**src/rtl/stk_pkg.sv**
```systemverilog
package stk_pkg;

    typedef enum logic [1:0] {
        CMD_IDLE = 2'd0,
        CMD_PUSH = 2'd1,
        CMD_POP  = 2'd2,
        CMD_PEEK = 2'd3
    } stk_cmd_e;

    typedef enum logic [1:0] {
        OCC_EMPTY = 2'd0,
        OCC_PART  = 2'd1,
        OCC_FULL  = 2'd2
    } stk_occ_e;

endpackage

```
**src/rtl/stk_ptr_ctrl.sv**
```systemverilog
module stk_ptr_ctrl
    import stk_pkg::*;
#(
    parameter int DEPTH = 5,
    parameter int PTR_W = 3
) (
    input  logic             clk,
    input  logic             rst,
    input  stk_cmd_e         cmd,
    output logic [PTR_W-1:0] wr_slot,
    output logic [PTR_W-1:0] top_slot,
    output logic             push_en,
    output logic             full,
    output logic             empty
);

    localparam int CNT_W = $clog2(DEPTH + 1);
    localparam logic [CNT_W-1:0] CNT_MAX  = CNT_W'(DEPTH);
    localparam logic [CNT_W-1:0] CNT_LAST = CNT_W'(DEPTH - 1);
    localparam logic [PTR_W-1:0] SLOT_MAX = PTR_W'(DEPTH - 1);

    stk_occ_e         occ_q, occ_d;
    logic [CNT_W-1:0] cnt_q, cnt_d;
    logic [PTR_W-1:0] wp_q, wp_d;
    logic [PTR_W-1:0] wp_inc, wp_dec;

    // ring neighbours of the write position
    always_comb begin
        wp_inc = (wp_q == SLOT_MAX) ? '0 : wp_q + PTR_W'(1);
        wp_dec = (wp_q == '0) ? SLOT_MAX : wp_q - PTR_W'(1);
    end

    // state register
    always_ff @(posedge clk) begin
        if (rst) begin
            occ_q <= OCC_EMPTY;
            cnt_q <= '0;
            wp_q  <= '0;
        end else begin
            occ_q <= occ_d;
            cnt_q <= cnt_d;
            wp_q  <= wp_d;
        end
    end

    // next state, fill count and write position
    always_comb begin
        occ_d = occ_q;
        cnt_d = cnt_q;
        wp_d  = wp_q;
        unique case (occ_q)
            OCC_EMPTY: begin
                if (cmd == CMD_PUSH) begin
                    occ_d = (DEPTH == 1) ? OCC_FULL : OCC_PART;
                    cnt_d = cnt_q + CNT_W'(1);
                    wp_d  = wp_inc;
                end else if (cmd == CMD_POP) begin
                    wp_d  = wp_dec;
                end
            end
            OCC_PART: begin
                if (cmd == CMD_PUSH) begin
                    if (cnt_q == CNT_LAST) occ_d = OCC_FULL;
                    cnt_d = cnt_q + CNT_W'(1);
                    wp_d  = wp_inc;
                end else if (cmd == CMD_POP) begin
                    if (cnt_q == CNT_W'(1)) occ_d = OCC_EMPTY;
                    cnt_d = cnt_q - CNT_W'(1);
                    wp_d  = wp_dec;
                end
            end
            OCC_FULL: begin
                if (cmd == CMD_PUSH) begin
                    cnt_d = CNT_MAX;
                    wp_d  = wp_inc;
                end else if (cmd == CMD_POP) begin
                    occ_d = (DEPTH == 1) ? OCC_EMPTY : OCC_PART;
                    cnt_d = cnt_q - CNT_W'(1);
                    wp_d  = wp_dec;
                end
            end
            default: begin
                occ_d = OCC_EMPTY;
                cnt_d = '0;
                wp_d  = '0;
            end
        endcase
    end

    // outputs
    always_comb begin
        wr_slot  = wp_q;
        top_slot = wp_dec;
        push_en  = (cmd == CMD_PUSH);
        full     = (occ_q == OCC_FULL);
        empty    = (occ_q == OCC_EMPTY);
    end

endmodule

```
**src/rtl/stk_slot_sel.sv**
```systemverilog
module stk_slot_sel #(
    parameter int DEPTH = 5,
    parameter int PTR_W = 3,
    parameter int IDX_W = 3
) (
    input  logic [PTR_W-1:0] top_slot,
    input  logic             use_idx,
    input  logic [IDX_W-1:0] idx,
    output logic [PTR_W-1:0] rd_slot
);

    localparam int CW   = ((IDX_W > PTR_W) ? IDX_W : PTR_W) + 1;
    localparam int NSUB = (2 ** IDX_W) / DEPTH + 1;
    localparam logic [CW-1:0] DEP_C = CW'(DEPTH);

    logic [CW-1:0] off;
    logic [CW-1:0] sum;

    always_comb begin
        off = use_idx ? CW'(idx) : '0;
        for (int k = 0; k < NSUB; k++) begin
            if (off >= DEP_C) off = off - DEP_C;
        end
        sum = CW'(top_slot) + DEP_C - off;
        if (sum >= DEP_C) sum = sum - DEP_C;
        rd_slot = sum[PTR_W-1:0];
    end

endmodule

```
**src/rtl/stk_cell_ring.sv**
```systemverilog
module stk_cell_ring #(
    parameter int DATA_W = 4,
    parameter int DEPTH  = 5,
    parameter int PTR_W  = 3
) (
    input  logic              clk,
    input  logic              rst,
    input  logic              we,
    input  logic [PTR_W-1:0]  waddr,
    input  logic [DATA_W-1:0] wdata,
    input  logic [PTR_W-1:0]  raddr,
    output logic [DATA_W-1:0] rdata
);

    logic [DATA_W-1:0] cells [DEPTH];

    for (genvar i = 0; i < DEPTH; i++) begin : g_cell
        always_ff @(posedge clk) begin
            if (rst) begin
                cells[i] <= '0;
            end else if (we && (waddr == PTR_W'(i))) begin
                cells[i] <= wdata;
            end
        end
    end

    always_comb begin
        rdata = '0;
        for (int i = 0; i < DEPTH; i++) begin
            if (raddr == PTR_W'(i)) rdata = cells[i];
        end
    end

endmodule

```
**src/rtl/stk_cmd_stack.sv**
```systemverilog
module stk_cmd_stack
    import stk_pkg::*;
#(
    parameter int DATA_W = 4,
    parameter int DEPTH  = 5,
    parameter int IDX_W  = 3
) (
    input  logic              clk,
    input  logic              rst,
    input  logic [1:0]        cmd,
    input  logic [DATA_W-1:0] din,
    input  logic [IDX_W-1:0]  idx,
    output logic [DATA_W-1:0] dout,
    output logic              full,
    output logic              empty
);

    localparam int PTR_W = (DEPTH > 1) ? $clog2(DEPTH) : 1;

    stk_cmd_e          op;
    logic [PTR_W-1:0]  wr_slot, top_slot, rd_slot;
    logic              push_en;
    logic [DATA_W-1:0] rdata;

    assign op = stk_cmd_e'(cmd);

    stk_ptr_ctrl #(.DEPTH(DEPTH), .PTR_W(PTR_W)) ctrl_i (
        .clk(clk), .rst(rst), .cmd(op),
        .wr_slot(wr_slot), .top_slot(top_slot), .push_en(push_en),
        .full(full), .empty(empty)
    );

    stk_slot_sel #(.DEPTH(DEPTH), .PTR_W(PTR_W), .IDX_W(IDX_W)) sel_i (
        .top_slot(top_slot), .use_idx(op == CMD_PEEK), .idx(idx),
        .rd_slot(rd_slot)
    );

    stk_cell_ring #(.DATA_W(DATA_W), .DEPTH(DEPTH), .PTR_W(PTR_W)) ring_i (
        .clk(clk), .rst(rst), .we(push_en), .waddr(wr_slot), .wdata(din),
        .raddr(rd_slot), .rdata(rdata)
    );

    // registered result of pop or peek
    always_ff @(posedge clk) begin
        if (rst) begin
            dout <= '0;
        end else if (op == CMD_POP || op == CMD_PEEK) begin
            dout <= rdata;
        end
    end

endmodule

```
**config.mk**
```make
export PLATFORM = sky130hd
export DESIGN_NAME = stk_cmd_stack
export DESIGN_NICKNAME = d
export VERILOG_FILES = /design/src/rtl/stk_pkg.sv /design/src/rtl/stk_ptr_ctrl.sv /design/src/rtl/stk_slot_sel.sv /design/src/rtl/stk_cell_ring.sv /design/src/rtl/stk_cmd_stack.sv
export SDC_FILE = /design/constraint.sdc
export NUM_CORES = 1
export LEC_CHECK = 0
export ABC_CLOCK_PERIOD_IN_PS = 6450
export BUFFER_PORTS_ARGS = -buffer_cell sky130_fd_sc_hd__buf_2
export CAP_MARGIN = 20
export CORE_ASPECT_RATIO = 0.6
export CORE_UTILIZATION = 40
export CTS_CLUSTER_DIAMETER = 100
export DETAILED_ROUTE_END_ITERATION = 10
export HOLD_SLACK_MARGIN = 0.12
export SLEW_MARGIN = 10
export SYNTH_ARGS = -nofsm -noshare
export SYNTH_HDL_FRONTEND = slang
export SYNTH_SLANG_ARGS = --single-unit
```
**constraint.sdc**
```tcl
create_clock -name clk -period 6.45 [get_ports clk]
set_input_delay 1.29 -clock clk [delete_from_list [all_inputs] [get_ports clk]]
set_output_delay 1.29 -clock clk [all_outputs]
set_load 0.01 [all_outputs]
```
==> results of run 1 <==
power groups by stage:
| stage | Sequential, mW | Combinational, mW | Clock, mW |
|---|---|---|---|
| final | 0.250 | 0.368 | 0.148 |
| after global routing | 0.252 | 0.407 | 0.161 |
| after CTS | 0.250 | 0.359 | 0.152 |
| after detailed placement | 0.254 | 0.358 | 0 |
| after global placement | 0.255 | 0.356 | 0 |
| after floorplan | 0.252 | 0.282 | 0 |
critical path, stage by stage:
cell and delay, ps:
sky130_fd_sc_hd__buf_2 100, sky130_fd_sc_hd__ha_1 350, sky130_fd_sc_hd__nand2_1 140, sky130_fd_sc_hd__ha_1 220
sky130_fd_sc_hd__inv_1 50, sky130_fd_sc_hd__ha_1 260, sky130_fd_sc_hd__a21oi_1 90, sky130_fd_sc_hd__a21o_2 240
sky130_fd_sc_hd__a21oi_1 190, sky130_fd_sc_hd__ha_1 270, sky130_fd_sc_hd__a21oi_1 90, sky130_fd_sc_hd__o21bai_1 130
sky130_fd_sc_hd__o21ai_0 100, sky130_fd_sc_hd__ha_1 290, sky130_fd_sc_hd__inv_1 40, sky130_fd_sc_hd__ha_1 190
sky130_fd_sc_hd__fa_1 380, sky130_fd_sc_hd__xnor2_1 260, sky130_fd_sc_hd__o21ai_0 160, sky130_fd_sc_hd__mux2i_2 280
sky130_fd_sc_hd__mux2i_1 220, sky130_fd_sc_hd__o311a_1 370, sky130_fd_sc_hd__a22o_1 240, sky130_fd_sc_hd__a311oi_2 180
layout make-up:
class	instances	area, µm²
multi-input cells	196	1420
clock inverters	1	3.75
clock buffers	7	76.3
well taps	80	100
flip-flops and latches	32	841
inverters	22	82.6
fillers	547	3030
repair buffers	18	95.1
metrics by stage:
step | setup WS, ps | cell area, µm²
floorplan | 606 | 2380
global placement | 258 | 2530
detailed placement | -1.17 | 2530
CTS | 300 | 2610
global route | 25.8 | 2620
finish | 520 | 2620
kinds of logic (layout without fill, tap and decap cells):
kind of cell	after synthesis	after routing	share of synthesized area
AO/OA/AOI/OAI	56	56	0.178
XOR/XNOR	3	3	0.0110
adder cells (fa/ha/maj)	25	25	0.135
buffers and inverters	32	48	0.0542
flip-flops	32	32	0.353
multiplexers	13	13	0.0563
AND/OR/NAND/NOR	99	99	0.213
layout by cell type (no fill, tap or decap), drive strengths merged, types with 4 or more instances in the layout:
| master | instances |
|---|---|
| a211oi | 5 |
| a21oi | 15 |
| and2 | 12 |
| buf | 18 |
| clkbuf | 7 |
| dfxtp | 12 |
| edfxtp | 20 |
| ha | 24 |
| inv | 22 |
| mux2i | 10 |
| nand2 | 16 |
| nand2b | 8 |
| nand3b | 4 |
| nor2 | 33 |
| nor2b | 5 |
| nor3 | 10 |
| o21ai | 9 |
timing repair:
action                     CTS  global route
hold buffers                 0             0
setup buffers                0             0
resized for setup            0             2
setup endpoints to repair    0             4
Yosys cell counts, types with 4 or more instances:
cell type,count,share of area
sky130_fd_sc_hd__nand2_1,16,0.025
sky130_fd_sc_hd__o21ai_0,7,0.015
sky130_fd_sc_hd__edfxtp_1,20,0.25
sky130_fd_sc_hd__nor2_1,33,0.052
sky130_fd_sc_hd__inv_1,22,0.035
sky130_fd_sc_hd__clkbuf_1,7,0.011
sky130_fd_sc_hd__nor3_1,10,0.021
sky130_fd_sc_hd__ha_1,24,0.13
sky130_fd_sc_hd__dfxtp_1,12,0.10
sky130_fd_sc_hd__mux2i_1,10,0.042
sky130_fd_sc_hd__nor2b_1,5,0.013
sky130_fd_sc_hd__a211oi_1,4,0.013
sky130_fd_sc_hd__nand2b_1,8,0.021
sky130_fd_sc_hd__and2_1,10,0.026
sky130_fd_sc_hd__a21oi_1,15,0.032
sky130_fd_sc_hd__nand3b_1,4,0.013
per-layer routing:
layer / wire, µm / vias up
met2: 1780 / 39
met5: 0 / -
met4: 14 / 0
li1: - / 952
met1: 2780 / 806
met3: 212 / 2
sequential cells by signal, indices dropped and copies added (netlist names):
name            flops
ctrl_i.cnt_q        3
ctrl_i.wr_slot      3
dout                4
ring_i.cells       20
ctrl_i.occ_q        2
path summary, 6_finish.rpt:
check | to | from | depth (start not counted)
hold / removal | dout[3] | dout[3] | 2
setup reg to reg | dout[0] | ctrl_i.wr_slot[0] | 15
setup / recovery | dout[0] | cmd[0] | 24
hold reg to reg | dout[3] | dout[3] | 2
==> Flow_metrics.wiki, run 1 <==
{| class="wikitable"
! Metric !! Value
|-
| Clk Tree Root Cell || sky130_fd_sc_hd__clkbuf_8
|-
| Number of DRC markers after the initial detailed-route iteration || slightly above 100
|-
| Die outline area || 0.00627 mm²
|-
| Sequential-to-total area share from yosys stat || 0.353
|-
| Setup repair after global routing missed its margin || no
|-
| Worst-path maximum fanout || 10
|-
| Die boundary height || 61.7 µm
|-
| Worst-case vdd ir drop || 0.000108 V
|-
| Clock-pin slew of the registers on the worst-case setup and hold paths || 60 ps
|-
| Total Power || 0.766 mW
|-
| Number of setup violations in the final report || 0
|-
| Final cycle utilization of the critical path || 0.919
|-
| Worst R2R Setup Slack || 2710 ps
|-
| Post-synth design cell area || ~0.0024 mm²
|-
| Drc violations || 0
|-
| Switching part of the total power || 0.373
|-
| Clock insertion delay at the later pin of the skew report || 280 ps
|-
| Clock Path Buffers || 2
|-
| Number of routed nets with antenna violations || 0
|-
| Placer congestion estimate || 0.762
|-
| Average cell area after synthesis || 9.15 µm²
|-
| Class of the most critical hold timing path || flip-flop to flip-flop
|-
| TritonCTS clock tree || built
|-
| P_int || 0.480 mW
|-
| Global-route congestion overflow total || 0
|-
| Top-level port count || 17
|-
| Count of max-cap constraint violations || 0
|-
| Floorplan die width || 102 µm
|-
| Arrival time at the worst endpoint || between 6000 and 7000 ps
|-
| Largest net degree at the start of global routing || 26
|-
| Standby leakage power || 1.11 nW
|-
| Crit path kind || primary input to flip-flop
|-
| Global-route track usage on met3 || 0.0358
|-
| Global-route wire length before repair || about 7800 µm
|-
| Share of power burned in registers || 0.327
|-
| Netlist cell types || 52
|-
| Final period demand of the worst path || slightly below 6000 ps
|-
| Power per cell area || 292 mW/mm²
|-
| Least-Margin Pin Slew || 803 ps
|-
| Port-buffer cells || 16
|-
| GRT Resource Usage Total || 0.168
|-
| Flip-flop and latch count after synthesis || 32
|-
| Initial Util || 0.421
|-
| Number of synthesized flops with an enable pin || 20
|-
| Fin Setup TNS || 0 ps
|-
| Number of cells produced by synthesis || 260
|-
| Fraction of final layout cells with drive strength greater than 1 || 0.159
|-
| Count of warnings emitted by yosys || 0
|-
| Placeable core region || 0.00565 mm²
|-
| Wire per inst || 13.4 µm
|-
| Type of element capturing the critical path || flip-flop
|-
| Combinational cell fraction of total power || 0.480
|-
| Final Net Count || 311
|-
| Part of the power in the clock network || 0.193
|-
| Data required time at the worst endpoint || 6650 ps
|-
| TritonCTS buffer count || 5
|-
| Detail-routed via count per cell || 5.05
|-
| Net switching power of the design || 0.286 mW
|-
| Met2 layer usage reported by global route || 0.231
|-
| Relative slew slack || 0.464
|-
| Num rows || 21
|-
| Final standard cell utilization of the core || 0.464
|-
| Final Max Tran Viols || 0
|-
| Number of H-tree levels || 2
|-
| Status || finished clean
|-
| Antenna violations before repair || 0
|-
| Total Wirelength || between 4000 and 5000 µm
|-
| Maximum frequency from static timing analysis || between 0.15 and 0.2 GHz
|-
| Vias in the first global route || 1601
|-
| Total number of clock tree sinks || 32
|-
| Final Hold Fails || 0
|-
| Number of cells in the design after placement || 348
|-
| Routing layer with the top usage in global route || met1
|-
| Layout Skew || 1.86 ps
|-
| Layout area overhead || 10.1%
|-
| Startpoint type of the worst setup path || primary input
|-
| Number of standard cells in the final layout excluding fillers || ~360
|-
| Top FF cell, synth || sky130_fd_sc_hd__edfxtp_1
|-
| Count of inserted antenna diode cells || 0
|-
| Final worst hold slack || 502 ps
|-
| Final HPWL DP || 3680 µm
|-
| Syn nets || 296
|-
| Count of vias placed by the detailed router || approximately 1800
|-
| Met1 routing resource usage after global routing || 0.261
|-
| Detailed Routing Iterations Pass 1 || 5
|-
| Post-synthesis async set-or-reset flop share || 0
|}
Note: power is estimated with default switching activity, not from simulation.
==> run 2, diff against run 1 <==
==> constraint.sdc (replaced) <==
create_clock -name clk -period 6.45 [get_ports clk]
set_input_delay 1.6125 -clock clk [delete_from_list [all_inputs] [get_ports clk]]
set_output_delay 1.6125 -clock clk [all_outputs]
set_load 0.01 [all_outputs]
==> run 2 against run 1 <==
Against the previous run: register-to-register slack lost 140 ps; final area is 1.5% higher; maximum frequency decreased by 2.5%; hold slack got worse by 9.0 ps; global-route usage up 0.54 points; die area unchanged; critical path type unchanged; critical endpoint is now dout[1]; largest cell class unchanged.
==> Flow_metrics.wiki, run 2 (synthesis gave the netlist of run 1 again) <==
{| class="wikitable"
! Metric !! Value
|-
| Startpoint type of the worst setup path || primary input
|-
| P_int || 0.521 mW (+8.6%)
|-
| Final Max Tran Viols || 0 (unchanged)
|-
| Floorplan die width || 102 µm (unchanged)
|-
| Class of the most critical hold timing path || flip-flop to flip-flop
|-
| Drc violations || 0 (unchanged)
|-
| Ordered cell list for the critical path || buf_2 > ha_1 > buf_4 > and2_4 > ha_1 > buf_4 > and2_1 > a21oi_1 > ha_1 > a21oi_1 > o21bai_1 > o21ai_0 > ha_1 > inv_1 > ha_1 > fa_1 > inv_1 > o21ai_0 > mux2i_1 > xnor2_1 > buf_4 > mux2i_1 > o221a_2 > o41ai_2
|-
| Worst Hold Depth || 2 (unchanged)
|-
| Number of standard cells in the final layout excluding fillers || 358 (+0.56%)
|-
| Combinational cell fraction of total power || 0.457 (-0.023)
|-
| Clock insertion delay at the later pin of the skew report || 290 ps (about the same)
|-
| Die boundary height || 61.7 µm (unchanged)
|-
| Fraction of final layout cells with drive strength greater than 1 || 0.173 (+0.0132)
|-
| TritonCTS buffer count || 5 (unchanged)
|-
| Part of the power in the clock network || 0.238 (+0.045)
|-
| Relative slew slack || 0.447 (-0.0172)
|-
| Crit path kind || primary input to flip-flop
|-
| Maximum frequency from static timing analysis || 0.164 GHz (-2.5%)
|-
| Final standard cell utilization of the core || 0.471 (+0.00687)
|-
| Buffer count from post-CTS setup fixing || 0 (unchanged)
|-
| Placer congestion estimate || 0.778 (+2.1%)
|-
| Total number of clock tree sinks || 32 (unchanged)
|-
| Largest net degree at the start of global routing || 26 (unchanged)
|-
| Commonest cells after routing, fill and taps aside || sky130_fd_sc_hd__nor2_1 (33), sky130_fd_sc_hd__ha_1 (24), sky130_fd_sc_hd__inv_1 (22), sky130_fd_sc_hd__edfxtp_1 (20)
|-
| Worst-case vdd ir drop || 0.000120 V (+10%)
|-
| Total Wirelength || 5070 µm (+6.0%)
|-
| Most common library cell in the layout ignoring fill and taps || sky130_fd_sc_hd__nor2_1
|-
| Final Net Count || 313 (+0.64%)
|-
| Status || finished clean
|-
| Clock Path Buffers || 2 (unchanged)
|-
| Number of buffers inserted by hold repair at cts || 0 (unchanged)
|-
| Final period demand of the worst path || 6080 ps (+149 ps)
|-
| Top register by number of flip-flops || ring_i.cells
|-
| Number of cells in the design after placement || 350 (+0.57%)
|-
| Count of max-cap constraint violations || 0 (unchanged)
|-
| Port-buffer cells || 16 (unchanged)
|-
| Number of setup violations in the final report || 0 (unchanged)
|-
| Share of power burned in registers || 0.305 (-0.022)
|-
| Flip-flop count of the largest register after layout || 20 (unchanged)
|-
| Die outline area || 0.00627 mm² (unchanged)
|-
| Number of H-tree levels || 2 (unchanged)
|-
| Layout area overhead || 11.7%
|-
| Critical path's most frequent cell || sky130_fd_sc_hd__ha_1
|-
| Final HPWL DP || 3850 µm (+4.7%)
|-
| Layout Skew || 9.63 ps (+7.77 ps)
|-
| Final Hold Fails || 0 (unchanged)
|-
| Number of DRC markers after the initial detailed-route iteration || 93 (-7.9%)
|-
| Registers with the most flip-flops || ring_i.cells x20, dout x4
|-
| Arrival time at the worst endpoint || 6280 ps (+150 ps)
|-
| Top-level port count || 17 (unchanged)
|-
| Placeable core region || 0.00565 mm² (unchanged)
|-
| Initial Util || 0.421 (unchanged)
|-
| Net switching power of the design || 0.297 mW (+4.0%)
|-
| Detail-routed via count per cell || 5.12 (+1.3%)
|-
| Clk Tree Root Cell || sky130_fd_sc_hd__clkbuf_8
|-
| Switching part of the total power || 0.363 (-0.00994)
|-
| Count of vias placed by the detailed router || 1833 (+1.9%)
|-
| Type of element capturing the critical path || flip-flop
|-
| Worst-path maximum fanout || 7 (-3)
|-
| Final cycle utilization of the critical path || 0.943 (+0.0232)
|-
| Least-Margin Pin Slew || 829 ps (+25.9 ps)
|-
| Antenna violations before repair || 0 (unchanged)
|-
| Num rows || 21 (unchanged)
|-
| Power per cell area || 308 mW/mm² (+5.3%)
|-
| Total Power || 0.818 mW (+6.9%)
|-
| Number of routed nets with antenna violations || 0 (unchanged)
|-
| Delay of the slowest cell on the worst path || 600 ps (+220 ps)
|-
| GRT Resource Usage Total || 0.174 (+0.00544)
|-
| Wire per inst || 14.1 µm (+5.4%)
|-
| Critical-path top delay cell || sky130_fd_sc_hd__fa_1
|-
| Clock-pin slew of the registers on the worst-case setup and hold paths || 70 ps (about the same)
|-
| Count of inserted antenna diode cells || 0 (unchanged)
|-
| Final worst hold slack || 493 ps (-9.04 ps)
|-
| Reg2reg path depth || 16 (+1)
|-
| Vias in the first global route || 1559 (-2.6%)
|-
| Standby leakage power || 1.13 nW (+2.2%)
|-
| Global-route wire length before repair || 7890 µm (+0.97%)
|-
| Detailed Routing Iterations Pass 1 || 4 (-1)
|-
| Global-route congestion overflow total || 0 (unchanged)
|-
| Data required time at the worst endpoint || 6650 ps (about the same)
|-
| TritonCTS clock tree || built
|-
| Fin Setup TNS || 0 ps (unchanged)
|}
## run 2: cell types whose count changed in the layout (fill, tap and decap cells not counted)
cell                         before  now
sky130_fd_sc_hd__clkinv_1         1    0
sky130_fd_sc_hd__buf_4            2    4
sky130_fd_sc_hd__clkinvlp_4       0    1
sky130_fd_sc_hd__clkbuf_1         2    0
sky130_fd_sc_hd__xnor2_2          1    0
sky130_fd_sc_hd__clkinv_2         0    1
sky130_fd_sc_hd__xnor2_1          2    3
sky130_fd_sc_hd__bufinv_16        0    1
## run 2: area by class of cell
cell class	count	area, µm²
Inverter	22	82.6
Fill cell	550	2990
Timing Repair Buffer	20	110
Clock inverter	3	42.5
Clock buffer	5	68.8
Sequential cell	32	841
Multi-Input combinational cell	196	1410
Tap cell	80	100
## run 2: final timing paths
check | startpoint | end | slack [ps]
max | cmd[0] | dout[1] | 370
max reg2reg | ctrl_i.wr_slot[0] | dout[1] | 2570
min reg2reg | dout[3] | dout[3] | 490
min | dout[3] | dout[3] | 490
## run 2: repair_timing
item / 4_1_cts / 5_1_grt
gates resized for setup: 0 / 1
endpoints found under the hold margin: 0 / 0
setup endpoints to repair: 0 / 2
## run 2: worst max-delay path: cells and delay by family
kind | cells | cell delay [ps]
buffers and inverters | 6 | 800
AOI/OAI and AO/OA | 7 | 1200
muxes | 2 | 250
and+or+nand+nor | 2 | 300
adders and majority gates | 6 | 1820
xor gates and xnor gates | 1 | 280
## run 2: layer usage
layer	vias up	global-route usage	part of all wire
met5	-	0	0
met4	0	0.0497	0.012
met2	25	0.218	0.36
met3	6	0.0481	0.048
li1	954	-	-
met1	848	0.277	0.58
## run 2: stage by stage
stage | worst slack (ps) | instance area [µm²]
after global routing | -78.1 | 2660
after global placement | 227 | 2540
after detailed placement | 129 | 2540
after CTS | 432 | 2660
after floorplan | 283 | 2380
final | 370 | 2660
## run 2: power by group through the flow
stage	logic, mW	clock network (mW)	registers (mW)
after global routing	0.419	0.206	0.252
final	0.374	0.194	0.250
after detailed placement	0.366	0	0.254
after global placement	0.363	0	0.255
after CTS	0.367	0.197	0.250
after floorplan	0.282	0	0.252
==> run 3, diff against run 2 <==
- PLACE_DENSITY_LB_ADDON: unset -> 0.3
==> run 3 against run 2 <==
Against the previous run: wire length is 3.7% lower; maximum frequency is 1.0% higher; utilization is 0.47 points higher; sequential cell count stayed put; count of clock-buffer cells in the layout stayed put; register-to-register slack better by 130 ps; critical endpoint is now dout[0]; largest cell class unchanged.
==> Flow_metrics.wiki, run 3 (synthesis gave the netlist of run 1 again) <==
{| class="wikitable"
! Metric !! Value
|-
| Status || finished clean
|-
| GRT Resource Usage Total || 0.170 (-0.00352)
|-
| Clock-pin slew of the registers on the worst-case setup and hold paths || 70 ps (about the same)
|-
| Count of inserted antenna diode cells || 0 (unchanged)
|-
| Global-route wire length before repair || 7760 µm (-1.7%)
|-
| Number of DRC markers after the initial detailed-route iteration || 110 (+18%)
|-
| Startpoint type of the worst setup path || primary input
|-
| Floorplan die width || 102 µm (unchanged)
|-
| Layout area overhead || 12.8%
|-
| Number of H-tree levels || 2 (unchanged)
|-
| Global-route congestion overflow total || 0 (unchanged)
|-
| Worst-case vdd ir drop || 0.000145 V (+22%)
|-
| Maximum frequency from static timing analysis || 0.166 GHz (+1.0%)
|-
| Final period demand of the worst path || 6020 ps (-60.5 ps)
|-
| Ordered cell list for the critical path || buf_2 > ha_1 > nand2_1 > ha_1 > inv_1 > ha_1 > a21oi_1 > a21o_2 > a21oi_1 > ha_1 > a21oi_1 > o21bai_1 > o21ai_0 > ha_1 > inv_1 > ha_1 > fa_1 > xnor2_1 > o21ai_0 > mux2i_1 > mux2i_1 > o311a_1 > a22o_1 > a311oi_2
|-
| Finished Cell Area || 0.00269 mm² (+0.99%)
|-
| P_int || 0.525 mW (+0.71%)
|-
| Total number of clock tree sinks || 32 (unchanged)
|-
| Relative slew slack || 0.461 (+0.0136)
|-
| Number of setup violations in the final report || 0 (unchanged)
|-
| Standby leakage power || 1.15 nW (+1.8%)
|-
| Count of vias placed by the detailed router || 1815 (-0.98%)
|-
| Registers with the most flip-flops || ring_i.cells x20, dout x4
|-
| # resized after CTS || 0 (unchanged)
|-
| Net switching power of the design || 0.298 mW (+0.20%)
|-
| Data required time at the worst endpoint || 6650 ps (about the same)
|-
| Final standard cell utilization of the core || 0.475 (+0.00465)
|-
| Setup repair after global routing missed its margin || no
|-
| Part of the power in the clock network || 0.233 (-0.005)
|-
| TritonCTS clock tree || built
|-
| Type of element capturing the critical path || flip-flop
|-
| Largest net degree at the start of global routing || 26 (unchanged)
|-
| Least-Margin Pin Slew || 809 ps (-20.4 ps)
|-
| Critical path's most frequent cell || sky130_fd_sc_hd__ha_1
|-
| Drc violations || 0 (unchanged)
|-
| Num rows || 21 (unchanged)
|-
| Clock Path Buffers || 2 (unchanged)
|-
| Final Net Count || 316 (+0.96%)
|-
| Final Hold Fails || 0 (unchanged)
|-
| Count of max-cap constraint violations || 0 (unchanged)
|-
| Antenna violations before repair || 0 (unchanged)
|-
| Detailed Routing Iterations Pass 1 || 4 (unchanged)
|-
| Fraction of final layout cells with drive strength greater than 1 || 0.181 (+0.00883)
|-
| Switching part of the total power || 0.362 (-0.00116)
|-
| Filler Cells Inserted || 552 (+0.36%)
|-
| Final HPWL DP || 3770 µm (-2.1%)
|-
| Combinational cell fraction of total power || 0.463 (+0.006)
|-
| Class of the most critical hold timing path || flip-flop to flip-flop
|-
| Placeable core region || 0.00565 mm² (unchanged)
|-
| Share of power burned in registers || 0.303 (-0.002)
|-
| Top-level port count || 17 (unchanged)
|-
| Number of cells in the design after placement || 353 (+0.86%)
|-
| Buffer count from post-CTS setup fixing || 0 (unchanged)
|-
| Delay of the slowest cell on the worst path || 380 ps (-220 ps)
|-
| Arrival time at the worst endpoint || 6220 ps (-60 ps)
|-
| Final cycle utilization of the critical path || 0.933 (-0.00938)
|-
| Power per cell area || 306 mW/mm² (-0.46%)
|-
| Critical-path top delay cell || sky130_fd_sc_hd__o311a_1
|-
| Port-buffer cells || 16 (unchanged)
|-
| Crit path kind || primary input to flip-flop
|-
| Clk Tree Root Cell || sky130_fd_sc_hd__clkbuf_8
|-
| Detail-routed via count per cell || 5.03 (-1.8%)
|-
| Number of standard cells in the final layout excluding fillers || 361 (+0.84%)
|-
| Die outline area || 0.00627 mm² (unchanged)
|-
| TritonCTS buffer count || 5 (unchanged)
|-
| Top register by number of flip-flops || ring_i.cells
|-
| Initial Util || 0.421 (unchanged)
|-
| Layout Skew || 6.21 ps (-3.42 ps)
|-
| Vias in the first global route || 1532 (-1.7%)
|-
| Clock insertion delay at the later pin of the skew report || 280 ps (about the same)
|-
| Flip-flop count of the largest register after layout || 20 (unchanged)
|-
| Most common library cell in the layout ignoring fill and taps || sky130_fd_sc_hd__nor2_1
|-
| Final Max Tran Viols || 0 (unchanged)
|-
| Fin Setup TNS || 0 ps (unchanged)
|-
| Worst-path maximum fanout || 6 (-1)
|-
| Commonest cells after routing, fill and taps aside || sky130_fd_sc_hd__nor2_1 (33), sky130_fd_sc_hd__ha_1 (24), sky130_fd_sc_hd__inv_1 (22), sky130_fd_sc_hd__edfxtp_1 (20)
|-
| Wire per inst || 13.5 µm (-4.5%)
|-
| Placement-stage cell area || 0.00257 mm² (+0.89%)
|-
| Die boundary height || 61.7 µm (unchanged)
|-
| Number of buffers inserted by hold repair at cts || 0 (unchanged)
|-
| Number of routed nets with antenna violations || 0 (unchanged)
|-
| Total Wirelength || 4880 µm (-3.7%)
|-
| Placer congestion estimate || 0.810 (+4.1%)
|}
==> run 3: changes by cell type in the layout (fill, tap and decap cells not counted), sizes merged <==
cell  previous run  this run
buf             20        23
==> run 3: critical path, delay by kind of cell <==
family                   cells  cell delay, ps
buffers and inverters        3             210
adder cells (fa/ha/maj)      7            1750
multiplexers                 2             560
AO/OA/AOI/OAI               10            1750
AND/OR/NAND/NOR              1             110
XOR/XNOR                     1             250
==> run 3: power by group through the flow <==
stage               logic (mW)  clock network, mW  registers, mW
floorplan                0.282                  0          0.252
global placement         0.365                  0          0.254
detailed placement       0.368                  0          0.254
CTS                      0.372              0.196          0.250
global route             0.423              0.204          0.252
finish                   0.381              0.192          0.250
==> run 3: final timing paths <==
check                                        from       to  slack [ps]  cells after the start
worst min-delay path                      dout[3]  dout[3]         500                      2
worst max-delay path                       cmd[0]  dout[0]         430                     24
worst max register to register  ctrl_i.wr_slot[0]  dout[0]        2700                     15
worst min register to register            dout[3]  dout[3]         500                      2
==> run 3: per-layer routing <==
metal	vias to the layer above	track usage	wire length [µm]
met5	-	0	0
met4	0	0.0497	48
met3	6	0.0526	279
met2	40	0.208	1660
met1	809	0.272	2890
li1	960	-	-
==> run 3: area by class of cell <==
class                           count  area (µm²)  area share
Sequential cell                    32         841       0.313
Clock buffer                        5        68.8      0.0256
Timing Repair Buffer               23         133      0.0494
Multi-Input combinational cell    196        1420       0.528
Inverter                           22        82.6      0.0308
Tap cell                           80         100      0.0373
Clock inverter                      3        42.5      0.0158
==> run 3: metrics by stage <==
stage,setup WS [ps],power (mW),hold WS [ps]
CTS,311,0.818,510
global placement,223,0.618,493
finish,431,0.823,504
global route,6.83,0.879,562
detailed placement,49.7,0.622,499
floorplan,283,0.533,503
